`src/rtl/dmd_pkg.sv`:
```
package dmd_pkg;
  // smallest main count the swallow scheme tolerates
  localparam int unsigned B_FLOOR = 3;
  // smallest base modulus the modelled prescaler supports
  localparam int unsigned P_FLOOR = 2;
endpackage

```
`src/rtl/dmd_cfg_guard.sv`:
```
module dmd_cfg_guard import dmd_pkg::*; #(
  parameter int unsigned A_W = 5,
  parameter int unsigned B_W = 13,
  parameter int unsigned P_W = 5
) (
  input  logic [A_W-1:0] a_in,
  input  logic [B_W-1:0] b_in,
  input  logic [P_W-1:0] p_in,
  output logic [A_W-1:0] a_eff,
  output logic [B_W-1:0] b_eff,
  output logic [P_W-1:0] p_eff,
  output logic           err
);
  localparam int unsigned CW = (A_W > B_W) ? A_W : B_W;

  logic          b_low, p_low, a_over_raw;
  logic [CW-1:0] a_x, b_x;

  always_comb begin
    b_low      = b_in < B_W'(B_FLOOR);
    p_low      = p_in < P_W'(P_FLOOR);
    b_eff      = b_low ? B_W'(B_FLOOR) : b_in;
    p_eff      = p_low ? P_W'(P_FLOOR) : p_in;
    a_x        = CW'(a_in);
    b_x        = CW'(b_eff);
    a_over_raw = CW'(a_in) > CW'(b_in);
    // clamped B is below A here, so it fits in A_W bits
    a_eff      = (a_x > b_x) ? A_W'(b_x) : a_in;
    err        = b_low | p_low | a_over_raw;
  end
endmodule

```
`src/rtl/dmd_prescaler.sv`:
```
module dmd_prescaler #(
  parameter int unsigned P_W = 5
) (
  input  logic           clk,
  input  logic           rst,
  input  logic           tick,
  input  logic           mod_hi,
  input  logic [P_W-1:0] p_mod,
  output logic           pre_tc
);
  logic [P_W-1:0] pc;
  logic [P_W-1:0] last_idx;

  always_comb begin
    last_idx = mod_hi ? p_mod : (p_mod - P_W'(1));
    pre_tc   = (pc == last_idx);
  end

  always_ff @(posedge clk) begin
    if (rst)       pc <= '0;
    else if (tick) pc <= pre_tc ? '0 : pc + P_W'(1);
  end
endmodule

```
`src/rtl/dmd_swallow.sv`:
```
module dmd_swallow #(
  parameter int unsigned A_W = 5,
  parameter int unsigned B_W = 13
) (
  input  logic           clk,
  input  logic           rst,
  input  logic           tick,
  input  logic           pre_tc,
  input  logic [A_W-1:0] a_load,
  input  logic [B_W-1:0] b_load,
  output logic [A_W-1:0] a_rem,
  output logic [B_W-1:0] b_rem,
  output logic           mod_hi,
  output logic           b_last
);
  always_comb begin
    mod_hi = (a_rem != '0);
    b_last = (b_rem == B_W'(1));
  end

  always_ff @(posedge clk) begin
    if (rst) begin
      a_rem <= a_load;
      b_rem <= b_load;
    end else if (tick && pre_tc) begin
      if (b_last) begin
        a_rem <= a_load;
        b_rem <= b_load;
      end else begin
        b_rem <= b_rem - B_W'(1);
        if (mod_hi) a_rem <= a_rem - A_W'(1);
      end
    end
  end
endmodule

```
`src/rtl/dual_mod_divider.sv`:
```
module dual_mod_divider #(
  parameter int unsigned A_W = 5,
  parameter int unsigned B_W = 13,
  parameter int unsigned P_W = 5
) (
  input  logic           clk,
  input  logic           rst,
  input  logic [A_W-1:0] a_val,
  input  logic [B_W-1:0] b_val,
  input  logic [P_W-1:0] p_val,
  input  logic           half_sel,
  output logic           mod_hi,
  output logic           div_out,
  output logic           cfg_err
);
  logic [A_W-1:0] a_eff;
  logic [B_W-1:0] b_eff;
  logic [P_W-1:0] p_eff;
  logic [P_W-1:0] cur_p;
  logic           cur_half;
  logic           half_ph;
  logic           tick;
  logic           pre_tc;
  logic           b_last;
  logic           cycle_end;
  logic [A_W-1:0] a_rem;
  logic [B_W-1:0] b_rem;

  dmd_cfg_guard #(.A_W(A_W), .B_W(B_W), .P_W(P_W)) u_guard (
    .a_in(a_val), .b_in(b_val), .p_in(p_val),
    .a_eff(a_eff), .b_eff(b_eff), .p_eff(p_eff), .err(cfg_err)
  );

  dmd_prescaler #(.P_W(P_W)) u_pre (
    .clk(clk), .rst(rst), .tick(tick), .mod_hi(mod_hi),
    .p_mod(cur_p), .pre_tc(pre_tc)
  );

  dmd_swallow #(.A_W(A_W), .B_W(B_W)) u_cnt (
    .clk(clk), .rst(rst), .tick(tick), .pre_tc(pre_tc),
    .a_load(a_eff), .b_load(b_eff),
    .a_rem(a_rem), .b_rem(b_rem), .mod_hi(mod_hi), .b_last(b_last)
  );

  always_comb begin
    tick      = ~cur_half | half_ph;
    cycle_end = tick & pre_tc & b_last;
  end

  // settings that shape the running cycle are captured only at its boundary
  always_ff @(posedge clk) begin
    if (rst) begin
      cur_p    <= p_eff;
      cur_half <= half_sel;
      half_ph  <= 1'b0;
      div_out  <= 1'b0;
    end else begin
      half_ph <= cycle_end ? 1'b0 : ~half_ph;
      div_out <= cycle_end;
      if (cycle_end) begin
        cur_p    <= p_eff;
        cur_half <= half_sel;
      end
    end
  end
endmodule

```
`config.mk`:
```
export PLATFORM = sky130hd
export DESIGN_NAME = dual_mod_divider
export DESIGN_NICKNAME = d
export VERILOG_FILES = /design/src/rtl/dmd_pkg.sv /design/src/rtl/dmd_cfg_guard.sv /design/src/rtl/dmd_prescaler.sv /design/src/rtl/dmd_swallow.sv /design/src/rtl/dual_mod_divider.sv
export SDC_FILE = /design/constraint.sdc
export NUM_CORES = 1
export LEC_CHECK = 0
export BUFFER_PORTS_ARGS = -buffer_cell sky130_fd_sc_hd__buf_2
export CORE_ASPECT_RATIO = 0.7
export CORE_MARGIN = 1.5
export CORE_UTILIZATION = 55
export DETAILED_ROUTE_END_ITERATION = 12
export GPL_TIMING_DRIVEN = 1
export PLACE_DENSITY = 0.79
export SYNTH_ARGS = -nofsm -noshare
export SYNTH_HDL_FRONTEND = slang
export SYNTH_SLANG_ARGS = --single-unit
```
`constraint.sdc`:
```
create_clock -name clk -period 3.93 [get_ports clk]
set_input_delay 0 -clock clk [delete_from_list [all_inputs] [get_ports clk]]
set_output_delay 0 -clock clk [all_outputs]
set_load 0.005 [all_outputs]
```
# [Word level (Yosys, flattened, before mapping)]
# Cells that the tools add are included.
[totals] inputBits=26 out_inout_bits=3 elab_cells=47 ff_bits=31
[op_classes] bitwise_logic=7 n_addsub=4 reduce_logical=7 order_cmp=4 mux=16 n_eq_ne=2
[ops] operator="13-bit 2-to-1 mux" count=4
[ops] operator="5-bit 2-to-1 mux" count=10
[ops] operator="5-bit by 13-bit greater-than comparator with 1-bit output" count=2
[ops] operator="13-bit by 1-bit == test with 1-bit output (second input constant)" count=1
[ops] operator="13-bit by 2-bit less-than comparator with 1-bit output (second input constant)" count=1
[ops] operator="13-bit by 1-bit subtractor with 13-bit output (second input constant)" count=1
[ops] operator="5-bit by 1-bit subtractor with 5-bit output (second input constant)" count=2
[ops] operator="5-bit by 1-bit adder with 5-bit output (second input constant)" count=1
[ops] operator="5-bit == test" count=1
[ops] operator="5-bit by 2-bit less-than comparator with 1-bit output (second input constant)" count=1
[ops] operator="5-bit nonzero test" count=1
[ops] operator="2-bit nonzero test" count=2
[ops] operator="1-bit bitwise OR" count=3
[ops] operator="3-bit nonzero test" count=1
[ops] operator="1-bit AND" count=2
[ops] operator="1-bit 2-to-1 mux" count=2
[ops] operator="1-bit inverter" count=2
[ops] operator="2-bit AND reduction" count=1
[ops] operator="2-bit OR reduction" count=1
[ops] operator="1-bit logical AND" count=1

# [Logic depth before layout (Yosys ltp)]
# Gate-level depths: netlist of run 1.
[depth] ltp_word=7 mapped_depth=9 mapped_depth_nobuf=9

# [Modules after synthesis]
# From an unflattened synthesis of run 1, not the netlist that was laid out.
[hier_totals] hier_cells=220 area_unflattened_um2=2238.4
[modules_own_cells] mod="dmd_swallow" instances=1 area_each_um2=1103.6 seq_area_each_um2=540.5 cells_per_inst=100
[modules_own_cells] mod="dmd_cfg_guard" instances=1 area_each_um2=454.2 seq_area_each_um2=0.0 cells_per_inst=65
[modules_own_cells] mod="dmd_prescaler" instances=1 area_each_um2=410.4 seq_area_each_um2=100.1 cells_per_inst=40
[modules_own_cells] mod="dual_mod_divider" instances=1 area_each_um2=270.3 seq_area_each_um2=220.2 cells_per_inst=15

# [Worst setup path before layout of run 1]
# Ideal clock, no wire load.
[synth_path] kind="reg2reg" from="register u_cnt.a_rem[0]" to="register u_cnt.b_rem[0] (enable)" synth_period_minus_slack_ps=2876 arrival_ps=2475 slack_ps=1054 path_buffers=0 setup_time_ps=401 required_time_ps=3529 path_stages_with_launch=7 cell_sequence="edfxtp_1 > inv_1 > ha_1 > nor4b_1 > nand4_1 > o21a_1 > o21ai_0"
[synth_between] elab_chain_len=5
[synth_lines] element="start, declared" line_no="dmd_swallow.sv:11" rtl="output logic [A_W-1:0] a_rem,"
[synth_lines] element="start signal, assigned" line_no="dmd_swallow.sv:23" rtl="a_rem <= a_load;"
[synth_lines] element="start signal, assigned" line_no="dmd_swallow.sv:27" rtl="a_rem <= a_load;"
[synth_lines] element="start signal, assigned" line_no="dmd_swallow.sv:31" rtl="if (mod_hi) a_rem <= a_rem - A_W'(1);"
[synth_lines] element="5-bit nonzero test" line_no="dmd_swallow.sv:17" rtl="mod_hi = (a_rem != '0);"
[synth_lines] element="5-bit 2-to-1 mux" line_no="dmd_prescaler.sv:15" rtl="last_idx = mod_hi ? p_mod : (p_mod - P_W'(1));"
[synth_lines] element="5-bit == test" line_no="dmd_prescaler.sv:16" rtl="pre_tc = (pc == last_idx);"
[synth_lines] element="1-bit logical AND" line_no="dmd_swallow.sv:25" rtl="end else if (tick && pre_tc) begin"
[synth_lines] element="2-bit nonzero test (no source line)"
[synth_lines] element="end signal, assigned" line_no="dmd_swallow.sv:24" rtl="b_rem <= b_load;"
[synth_lines] element="end signal, assigned" line_no="dmd_swallow.sv:28" rtl="b_rem <= b_load;"
[synth_lines] element="end signal, assigned" line_no="dmd_swallow.sv:30" rtl="b_rem <= b_rem - B_W'(1);"
[synth_lines] element="end, declared" line_no="dmd_swallow.sv:12" rtl="output logic [B_W-1:0] b_rem,"
# No other way between the ends.
# A chain may end at the register's enable or synchronous reset.

# [Final worst setup path of run 1]
[layout_path] from="register u_cnt.a_rem[0]" to="register cur_p[3] (enable)"
[layout_between] elab_chain_len=6
[layout_lines] element="5-bit nonzero test" line_no="dmd_swallow.sv:17"
[layout_lines] element="5-bit 2-to-1 mux" line_no="dmd_prescaler.sv:15"
[layout_lines] element="5-bit == test" line_no="dmd_prescaler.sv:16"
[layout_lines] element="1-bit AND (2 in series)" line_no="dual_mod_divider.sv:47" rtl="cycle_end = tick & pre_tc & b_last;"
[layout_lines] element="2-bit nonzero test (no source line)"
[layout_lines] element="end signal, assigned" line_no="dual_mod_divider.sv:53" rtl="cur_p <= p_eff;"
[layout_lines] element="end signal, assigned" line_no="dual_mod_divider.sv:61" rtl="cur_p <= p_eff;"
[layout_lines] element="end, declared" line_no="dual_mod_divider.sv:19" rtl="logic [P_W-1:0] cur_p;"
# No other way between the ends.

==> results of run 1 <==
[worst paths after layout]
check             depth (start not counted)  endpoint  slack [ns]      startpoint
setup / recovery                          6  cur_p[3]        0.99  u_cnt.a_rem[0]
hold / removal                            2  cur_p[1]      0.0003        p_val[1]
setup reg to reg                          6  cur_p[3]        0.99  u_cnt.a_rem[0]
hold reg to reg                           2   half_ph        0.53         half_ph
[worst max-delay path, delay by kind of cell (launching register included)]
family	cells	cell delay, ns
adder cells (fa/ha/maj)	1	0.14
AND/OR/NAND/NOR	2	0.87
buffers and inverters	1	0.10
flip-flops	1	0.42
AO/OA/AOI/OAI	2	1.02
[layout make-up]
class	count	area, sq um	share of cell area
Timing Repair Buffer	34	198	0.0795
Multi-Input combinational cell	168	1180	0.474
Clock inverter	3	38.8	0.0156
Inverter	21	78.8	0.0317
Clock buffer	5	68.8	0.0277
Sequential cell	31	861	0.346
Tap cell	50	62.6	0.0252
[per-stage QoR]
stage           util  worst slack [ns]  hold slack, ns
4_1_cts        0.682             0.938        0.000179
3_3_place_gp   0.639              1.20           0.196
2_1_floorplan      -              1.05          0.0989
5_1_grt        0.682             0.726        0.000357
3_5_place_dp   0.639             0.964           0.200
6_report       0.682             0.988        0.000272
[layer usage]
metal	global-route usage	routed length, microns	up-vias
met2	0.327	1910	46
met5	0	0	-
met1	0.310	2170	834
met4	0.0536	42	0
li1	-	-	883
met3	0.0446	188	7
[cells in the mapped netlist, types with 6 or more instances]
library cell and number:
edfxtp_1 24, inv_1 21, nor2_1 20, ha_1 16, a21oi_1 15, xor2_1 14
nand2_1 10, o21ai_0 10, nor4_1 8, dfxtp_1 7, mux2i_1 7, nor3_1 7
clkbuf_1 6, nand3_1 6, xnor2_1 6
[sequential cells by signal (all words and copies together), names as in the netlist]
register and flops:
cur_half 1, cur_p 5, div_out 1, half_ph 1, u_cnt.a_rem 5, u_cnt.b_rem 13, u_pre.pc 5
[cells by family after synthesis]
family	count (synthesis)	synth area share
DFF	31	0.398
AOI/OAI and AO/OA	47	0.146
muxes	7	0.0324
buffers and inverters	31	0.0556
and+or+nand+nor	78	0.193
xor gates and xnor gates	20	0.0811
adders and majority gates	16	0.0926
[cell usage in the layout, fill, tap and decap left out, types with 2 or more instances in the layout]
master | synthesis | layout
buf_2 | 3 | 28
a21oi_1 | 15 | 15
a21o_1 | 3 | 3
nor4_1 | 8 | 8
nand2_1 | 10 | 10
xor2_1 | 14 | 14
edfxtp_1 | 24 | 24
clkbuf_8 | 0 | 5
dfxtp_1 | 7 | 7
nor4b_1 | 3 | 3
o31a_1 | 2 | 2
and2_1 | 2 | 2
o31ai_1 | 2 | 2
nor2b_1 | 4 | 4
ha_1 | 16 | 16
o21ai_0 | 10 | 10
mux2i_1 | 7 | 7
o21ai_1 | 2 | 2
nand4_1 | 4 | 4
nand2b_1 | 5 | 5
xnor2_1 | 6 | 6
nor2_1 | 20 | 20
inv_1 | 21 | 21
nand3_1 | 6 | 6
dlygate4sd3_1 | 0 | 5
nor3_1 | 7 | 7
o21a_1 | 3 | 3
[power by group through the flow]
stage               clock [uW]  combinational, uW  sequential [uW]
global route               321                162              410
detailed placement           0                136              413
global placement             0                134              413
floorplan                    0               99.8              407
finish                     309                143              407
CTS                        307                142              406
[what timing repair did]
action / 4_1_cts / 5_1_grt
setup endpoints to repair: 0 / 0
hold buffers: 5 / 0
hold endpoints to repair: 8 / 0
==> flow_summary.yaml, run 1 <==
setup_path:
  critPathLaunchType: "flop"
  cp_slowest_stage_delay_ns: 0.71
  critPathSlowestCell: "o31ai_1"
  path_max_fanout: 6
  crit_path_end_kind: "flop"
  cp.required_ns: 3.84
  arrival_ns: 2.86
  cp_cell_sequence: "inv_1, ha_1, nor4b_1, nand4_1, o21a_1, o31ai_1"
  criticalPathCategory: "flop to flop"
sta:
  period_needed_ns: 2.94
  finalSetupTns_ns: 0
  finalCritPeriodShare: 0.749
  slew_viol_final: 0
  fin_skew_ns: 0.00368
  max_slew_margin: 0.209
  tightest_slew_ns: 1.19
  setup_violations: 0
  max_freq_ghz: 0.340
  rsz0062_at_grt: "false"
  final_hold_viol_count: 0
synth:
  synth_nets: 272
  ys_warn_count: 0
  synthTopCellsByArea: "edfxtp_1 33%, ha_1 9.3%, dfxtp_1 6.5%"
  ys_ff_latch: 31
  synthCells: 230
  synth_area_leader_cell: "edfxtp_1"
  syn_avg_cell_area_sq_um: 9.39
  netlist.area_leader.share: 0.334
  synth_cell_type_count: 46
  syn_area_sq_um: 2160
  synth-async-reset-ratio: 0
  synth-edff-count: 24
  yosysSeqAreaShare: 0.398
  synth-main-ff-cell: "edfxtp_1"
route:
  vias: 1770
  ant_nets: 0
  wl_per_cell_microns: 13.8
  remaining_drc_errors: 0
  wl_mm: 4.31
  first_iter_violations: 78
  avgViaCountPerCell: 5.67
  dr.pass1.iters: 4
global_routing:
  grt.overflow.total: 0
  grt_pass1_vias: 1647
  grt_pass1_wl_mm: 7.36
  grt_max_degree: 35
  grt_usage: 0.214
  antenna_found_initial: 0
pwr:
  p_leak_uw: 0.00100
  switching_share: 0.261
  worst_ir_drop_vdd_v: 0.000243
  power_frac_comb: 0.166
  fin_total_pwr_uw: 859
  seqPwrFrac: 0.474
  p_int_uw: 635
  power_density_nw_per_um2: 345
  p_clk_frac: 0.360
  p_switching_uw: 224
cells_and_area:
  nets: 303
  post_layout_nonfiller_instances: 312
  nFillCells: 306
  final_area_sq_um: 2490
  drive_gt1_frac: 0.176
  diodes: 0
  syn2layout_area_growth_pct: 15.1
floorplanning:
  boundaryPins: 29
  die-area_sq_um: 4320
  die_y_microns: 55.4
  die_w_microns: 77.9
  design.core.area_sq_um: 3650
  start_util: 0.592
  rows: 18
placement:
  dpl_cell_area_sq_um: 2330
  dp_cells: 299
  hpwlAfterDp_mm: 3.18
  portBuffers: 28
  gp_congestion: 0.832
clocking:
  clock_latency_ns: 0.28
  post_cts_buffers: 0
  max-clock-path-buffers: 2
  clk_pin_slew_worst_paths_ns: 0.07
  htreeDepth: 2
  post_cts_resized: 0
  cts_tree: "yes"
  clock_sinks: 31
  cts_buffers: 5
  cts_root_buf: "clkbuf_8"
status:
  status: "finished, final reports clean"
min_path:
  hold_class: "input pin to flop"
flow_run:
  max_cap_viol_count: 0
(Power assumes the default switching activity.)
==> run 2: changes to the inputs <==
Settings changed: ABC_AREA set to 1, PLACE_DENSITY 0.79 to 0.78.
Clock period 3.93 ns to 2.9 ns, I/O delays scaled along.
==> run 2 against run 1 <==
Effect of this change: critical endpoint is now u_cnt.a_rem[3]; critical path depth is 6 higher; power is 42% higher; final cell count is 21% higher; largest cell class unchanged; global-route usage is 3.9 points higher; non-clock buffer count is 1 lower; area after synthesis is 5.5% higher; wire length is 20% higher; sequential power is 35% higher; via count is 13% higher.
==> flow_summary.yaml, run 2 <==
cells_and_area:
  drive_gt1_frac: 0.193
  final_common_cell: "nand2_1"
  largest_register_ffs: 13
  nets: 367
  seq_area_sq_um: 861
  regMostFlops: "u_cnt.b_rem"
  final_cell_mix: "57 x nand2_1, 52 x inv_1, 30 x nor2_1"
  multi_input_area_sq_um: 1160
  diodes: 0
  nFillCells: 350
  syn2layout_area_growth_pct: 14.7
sta:
  max_slew_margin: 0.609
  fin_skew_ns: 0.00870
  setup_violations: 0
  finalSetupTns_ns: 0
  rsz0062_at_grt: "false"
  period_needed_ns: 2.28
  slew_viol_final: 0
  finalCritPeriodShare: 0.785
  max_freq_ghz: 0.439
  setup_ws_ns: 0.623
  final_hold_viol_count: 0
  tightest_slew_ns: 0.581
  hold_ws_ns: 0.0126
route:
  dr.pass1.iters: 5
  wl_per_cell_microns: 13.7
  avgViaCountPerCell: 5.30
  remaining_drc_errors: 0
  first_iter_violations: 209
  ant_nets: 0
  wl_mm: 5.17
  vias: 2005
setup_path:
  crit_path_end_kind: "flop"
  critPathSlowestCell: "a21oi_1"
  cp.required_ns: 2.82
  criticalPathCategory: "flop to flop"
  path_max_fanout: 5
  arrival_ns: 2.20
  worstSetupPathDepth: 12
  ff2ff_path_depth: 12
  cp_cell_sequence: "inv_1, ha_1, inv_2, nor2_4, nand2_4, nand2_2, nand2_1, nand2_1, nand3_2, nor2_4, nand3_2, a21oi_1"
  cp_slowest_stage_delay_ns: 0.43
  critPathLaunchType: "flop"
  path_buf_inv: 2
  cpLargestDelayFamily: "simple AND/OR/NAND/NOR gates"
synth:
  synth_top_cells_by_count: "57 x nand2_1, 52 x inv_1, 30 x nor2_1"
  synthTopCellsByArea: "edfxtp_1 32%, nand2_1 9.4%, ha_1 8.8%"
  netlist.area_leader.share: 0.316
  syn_area_sq_um: 2280
  synth_nets: 333
  synth_area_leader_cell: "edfxtp_1"
  syn_avg_cell_area_sq_um: 7.83
  synth-async-reset-ratio: 0
  ys_warn_count: 0
  synth_cell_type_count: 28
  yosys.cell_count.top_type: "nand2_1"
  synth-edff-count: 24
  yosysSeqAreaShare: 0.378
  ys_ff_latch: 31
  synth-main-ff-cell: "edfxtp_1"
  synthCells: 291
global_routing:
  grt_max_degree: 23
  grt_pass1_wl_mm: 8.74
  grt_util_met2: 0.366
  grt.overflow.total: 0
  grt_pass1_vias: 1886
  grt_use_met3: 0.0407
  met1_usage: 0.379
  grt_usage: 0.253
  antenna_found_initial: 0
  grt-busiest-layer: "met1"
floorplanning:
  die_y_microns: 56.9
  die-area_sq_um: 4550
  start_util: 0.578
  die_w_microns: 80.0
  rows: 19
  design.core.area_sq_um: 3950
  boundaryPins: 29
clocking:
  clock_latency_ns: 0.29
  cts_root_buf: "clkbuf_8"
  cts_buffers: 5
  cts_tree: "yes"
  clock_sinks: 31
  max-clock-path-buffers: 2
  clk_pin_slew_worst_paths_ns: 0.07
  htreeDepth: 2
pwr:
  p_leak_uw: 0.00129
  power_density_nw_per_um2: 466
  worst_ir_drop_vdd_v: 0.000451
status:
  status: "finished, final reports clean"
placement:
  hpwlAfterDp_mm: 3.79
  pre_cts_ws_ns: 0.490
  portBuffers: 28
  gp_congestion: 0.879
min_path:
  hold_class: "input pin to flop"
  hold_depth: 3
flow_run:
  max_cap_viol_count: 0
==> run 2: cell count changes after synthesis, sizes merged, moves of 5 or more <==
cell,change
nor2,+17
inv,+37
nand3,+6
nand2b,-5
nor3,-5
nand4,+6
mux2i,-7
nand2,+55
==> run 2: final timing paths <==
path	start	slack, ns	endpoint
setup / recovery	u_cnt.a_rem[0]	0.62	u_cnt.a_rem[3]
hold / removal	p_val[0]	0.01	cur_p[0]
setup reg to reg	u_cnt.a_rem[0]	0.62	u_cnt.a_rem[3]
hold reg to reg	half_ph	0.42	half_ph
==> run 2: layout make-up <==
| cell class | count | area share |
|---|---|---|
| Tap cell | 52 | 0.0249 |
| Timing Repair Buffer | 33 | 0.0728 |
| Sequential cell | 31 | 0.329 |
| Clock buffer | 6 | 0.0316 |
| Multi-Input combinational cell | 196 | 0.445 |
| Inverter | 58 | 0.0833 |
| Clock inverter | 2 | 0.0134 |
==> run 2: per-stage QoR <==
| step | util | instance area, sq um | std cells | power (uW) |
|---|---|---|---|---|
| after floorplan | - | 2280 | 291 | 707 |
| after global placement | 0.620 | 2450 | 365 | 762 |
| after detailed placement | 0.620 | 2450 | 365 | 769 |
| after CTS | 0.662 | 2610 | 378 | 1220 |
| after global routing | 0.662 | 2610 | 378 | 1280 |
| final | 0.662 | 2610 | 378 | 1220 |
==> run 2: timing repair <==
item	in CTS	in global routing
buffers inserted	0	0
hold endpoints to repair	6	0
hold buffers	5	0
gates resized for setup	0	0
==> run 2: cells by family (layout without fill, tap and decap cells) <==
group	Yosys count	count (layout)	synth area share
and+or+nand+nor	133	133	0.284
buffers and inverters	64	99	0.113
DFF	31	31	0.378
AOI/OAI and AO/OA	29	29	0.0692
xor gates and xnor gates	18	18	0.0692
adders and majority gates	16	16	0.0878
==> run 2: tightest hold or removal path: cells and delay by family <==
kind | cells | cell delay (ns)
buf+inv | 2 | 0.10
simple gates | 1 | 0.08
==> run 2: per-layer routing <==
| layer | vias up | routed length [microns] | share of wire |
|---|---|---|---|
| met4 | 0 | 97 | 0.019 |
| li1 | 1000 | - | - |
| met1 | 906 | 2560 | 0.49 |
| met3 | 11 | 325 | 0.063 |
| met5 | - | 0 | 0 |
| met2 | 88 | 2190 | 0.42 |
==> run 2: power breakdown <==
part	switching, uW	internal [uW]
sequential	30.2	520
clock	168	278
combinational	136	85.7
total	334	884
==> run 3: changes to the inputs <==
Clock period 2.9 ns to 2.15 ns, I/O delays scaled along.
==> run 3 against run 2 <==
Effect of this change: core utilization up 4.3 points; sequential power up 35%; setup slack worse by 0.55 ns; sequential share of layout area down 2.0 points; fmax up 9.7%; design area up 6.5%.
==> flow_summary.yaml, run 3 (synthesis results as in run 2) <==
placement:
  gp_congestion: 0.827
  hpwlAfterDp_mm: 3.84
  portBuffers: 28
  dpl_cell_area_sq_um: 2520
global_routing:
  grt_pass1_vias: 2001
  grt.overflow.total: 0
  grt_pass1_wl_mm: 8.94
  antenna_found_initial: 0
  grt_usage: 0.261
  grt_max_degree: 23
cells_and_area:
  final_common_cell: "nand2_1"
  seq_area_sq_um: 861
  largest_register_ffs: 13
  regMostFlops: "u_cnt.b_rem"
  nets: 381
  syn2layout_area_growth_pct: 22.1
  final_cell_mix: "53 x nand2_1, 49 x inv_1, 30 x nor2_1"
  multi_input_area_sq_um: 1220
  drive_gt1_frac: 0.256
  final_area_sq_um: 2780
  nFillCells: 295
  diodes: 0
setup_path:
  cp.required_ns: 2.15
  path_max_fanout: 5
  critPathLaunchType: "flop"
  cpLargestDelayFamily: "simple AND/OR/NAND/NOR gates"
  critPathSlowestCell: "edfxtp_1"
  criticalPathCategory: "flop to flop"
  ff2ff_setup_slack_ns: 0.07
  crit_path_end_kind: "flop"
  path_buf_inv: 3
  cp_cell_sequence: "inv_2, ha_4, inv_2, nor2_4, nand2_4, nand2_4, nand2_2, nand2_2, nand3_2, nor2_4, nand3_2, a21oi_2, buf_6"
  cp_slowest_stage_delay_ns: 0.43
  arrival_ns: 2.08
sta:
  max_freq_ghz: 0.482
  rsz0062_at_grt: "true"
  fin_skew_ns: 0.00837
  setup_violations: 0
  tightest_slew_ns: 0.569
  period_needed_ns: 2.08
  finalSetupTns_ns: 0
  finalCritPeriodShare: 0.966
  max_slew_margin: 0.617
  slew_viol_final: 0
  final_hold_viol_count: 0
route:
  ant_nets: 0
  wl_per_cell_microns: 13.9
  vias: 2022
  dr.pass1.iters: 5
  remaining_drc_errors: 0
  first_iter_violations: 175
  wl_mm: 5.45
  avgViaCountPerCell: 5.16
floorplanning:
  die_y_microns: 56.9
  start_util: 0.578
  rows: 19
  die-area_sq_um: 4550
  boundaryPins: 29
  design.core.area_sq_um: 3950
  die_w_microns: 80.0
clocking:
  max-clock-path-buffers: 2
  clock_sinks: 31
  cts_tree: "yes"
  clock_latency_ns: 0.29
  clk_pin_slew_worst_paths_ns: 0.07
  htreeDepth: 2
  cts_buffers: 5
  cts_root_buf: "clkbuf_8"
pwr:
  power_density_nw_per_um2: 604
  p_leak_uw: 0.00135
  fin_total_pwr_uw: 1680
  worst_ir_drop_vdd_v: 0.000412
min_path:
  hold_class: "input pin to flop"
status:
  status: "finished, final reports clean"
flow_run:
  max_cap_viol_count: 0
run 3: final timing paths:
| path | from | end | cells past startpoint |
|---|---|---|---|
| worst min register to register | half_ph | half_ph | 1 |
| worst max-delay path | u_cnt.a_rem[0] | u_cnt.a_rem[2] | 13 |
| worst min-delay path | b_val[9] | u_cnt.b_rem[9] | 3 |
| worst max register to register | u_cnt.a_rem[0] | u_cnt.a_rem[2] | 13 |
run 3: area by class of cell:
class / instances / area share
tap: 52 / 0.0234
clock buffer: 6 / 0.0297
sequential: 31 / 0.309
clock inverter: 2 / 0.0126
timing repair buffer: 46 / 0.110
multi-input combinational: 197 / 0.437
inverter: 58 / 0.0782
run 3: worst min-delay path: cells and delay by family:
kind	cells	cell delay, ns
buffers and inverters	1	0.09
AOI/OAI and AO/OA	1	0.06
and+or+nand+nor	1	0.05
run 3: what timing repair did:
| action | CTS | global route |
|---|---|---|
| endpoints found under the setup margin | 0 | 30 |
| setup buffers | 0 | 4 |
| hold buffers | 6 | 0 |
| resized for setup | 0 | 15 |
| hold endpoints to repair | 7 | 0 |
run 3: routing by layer:
layer / vias to the layer above / track usage / share of wire
met5: - / 0 / 0
met4: 0 / 0.0961 / 0.013
met3: 8 / 0.0537 / 0.073
met2: 74 / 0.401 / 0.46
met1: 912 / 0.364 / 0.46
li1: 1028 / - / -
run 3: power breakdown:
part / leakage (uW) / switching (uW) / total (uW) / internal [uW]
sequential: 0.000293 / 42.4 / 744 / 701
clock: 0.0000612 / 231 / 606 / 375
combinational: 0.00100 / 195 / 332 / 136
total: 0.00135 / 469 / 1680 / 1210
run 3: stage by stage:
step / hold WS [ns] / setup WS (ns) / utilization / std cells
2_1_floorplan: 0.0691 / 0.157 / - / 291
4_1_cts: 0.00973 / 0.00554 / 0.683 / 387
5_1_grt: 0.0229 / -0.0263 / 0.705 / 392
3_5_place_dp: 0.178 / -0.0959 / 0.638 / 373
6_report: 0.0211 / 0.0738 / 0.705 / 392
3_3_place_gp: 0.180 / 0.00453 / 0.638 / 373
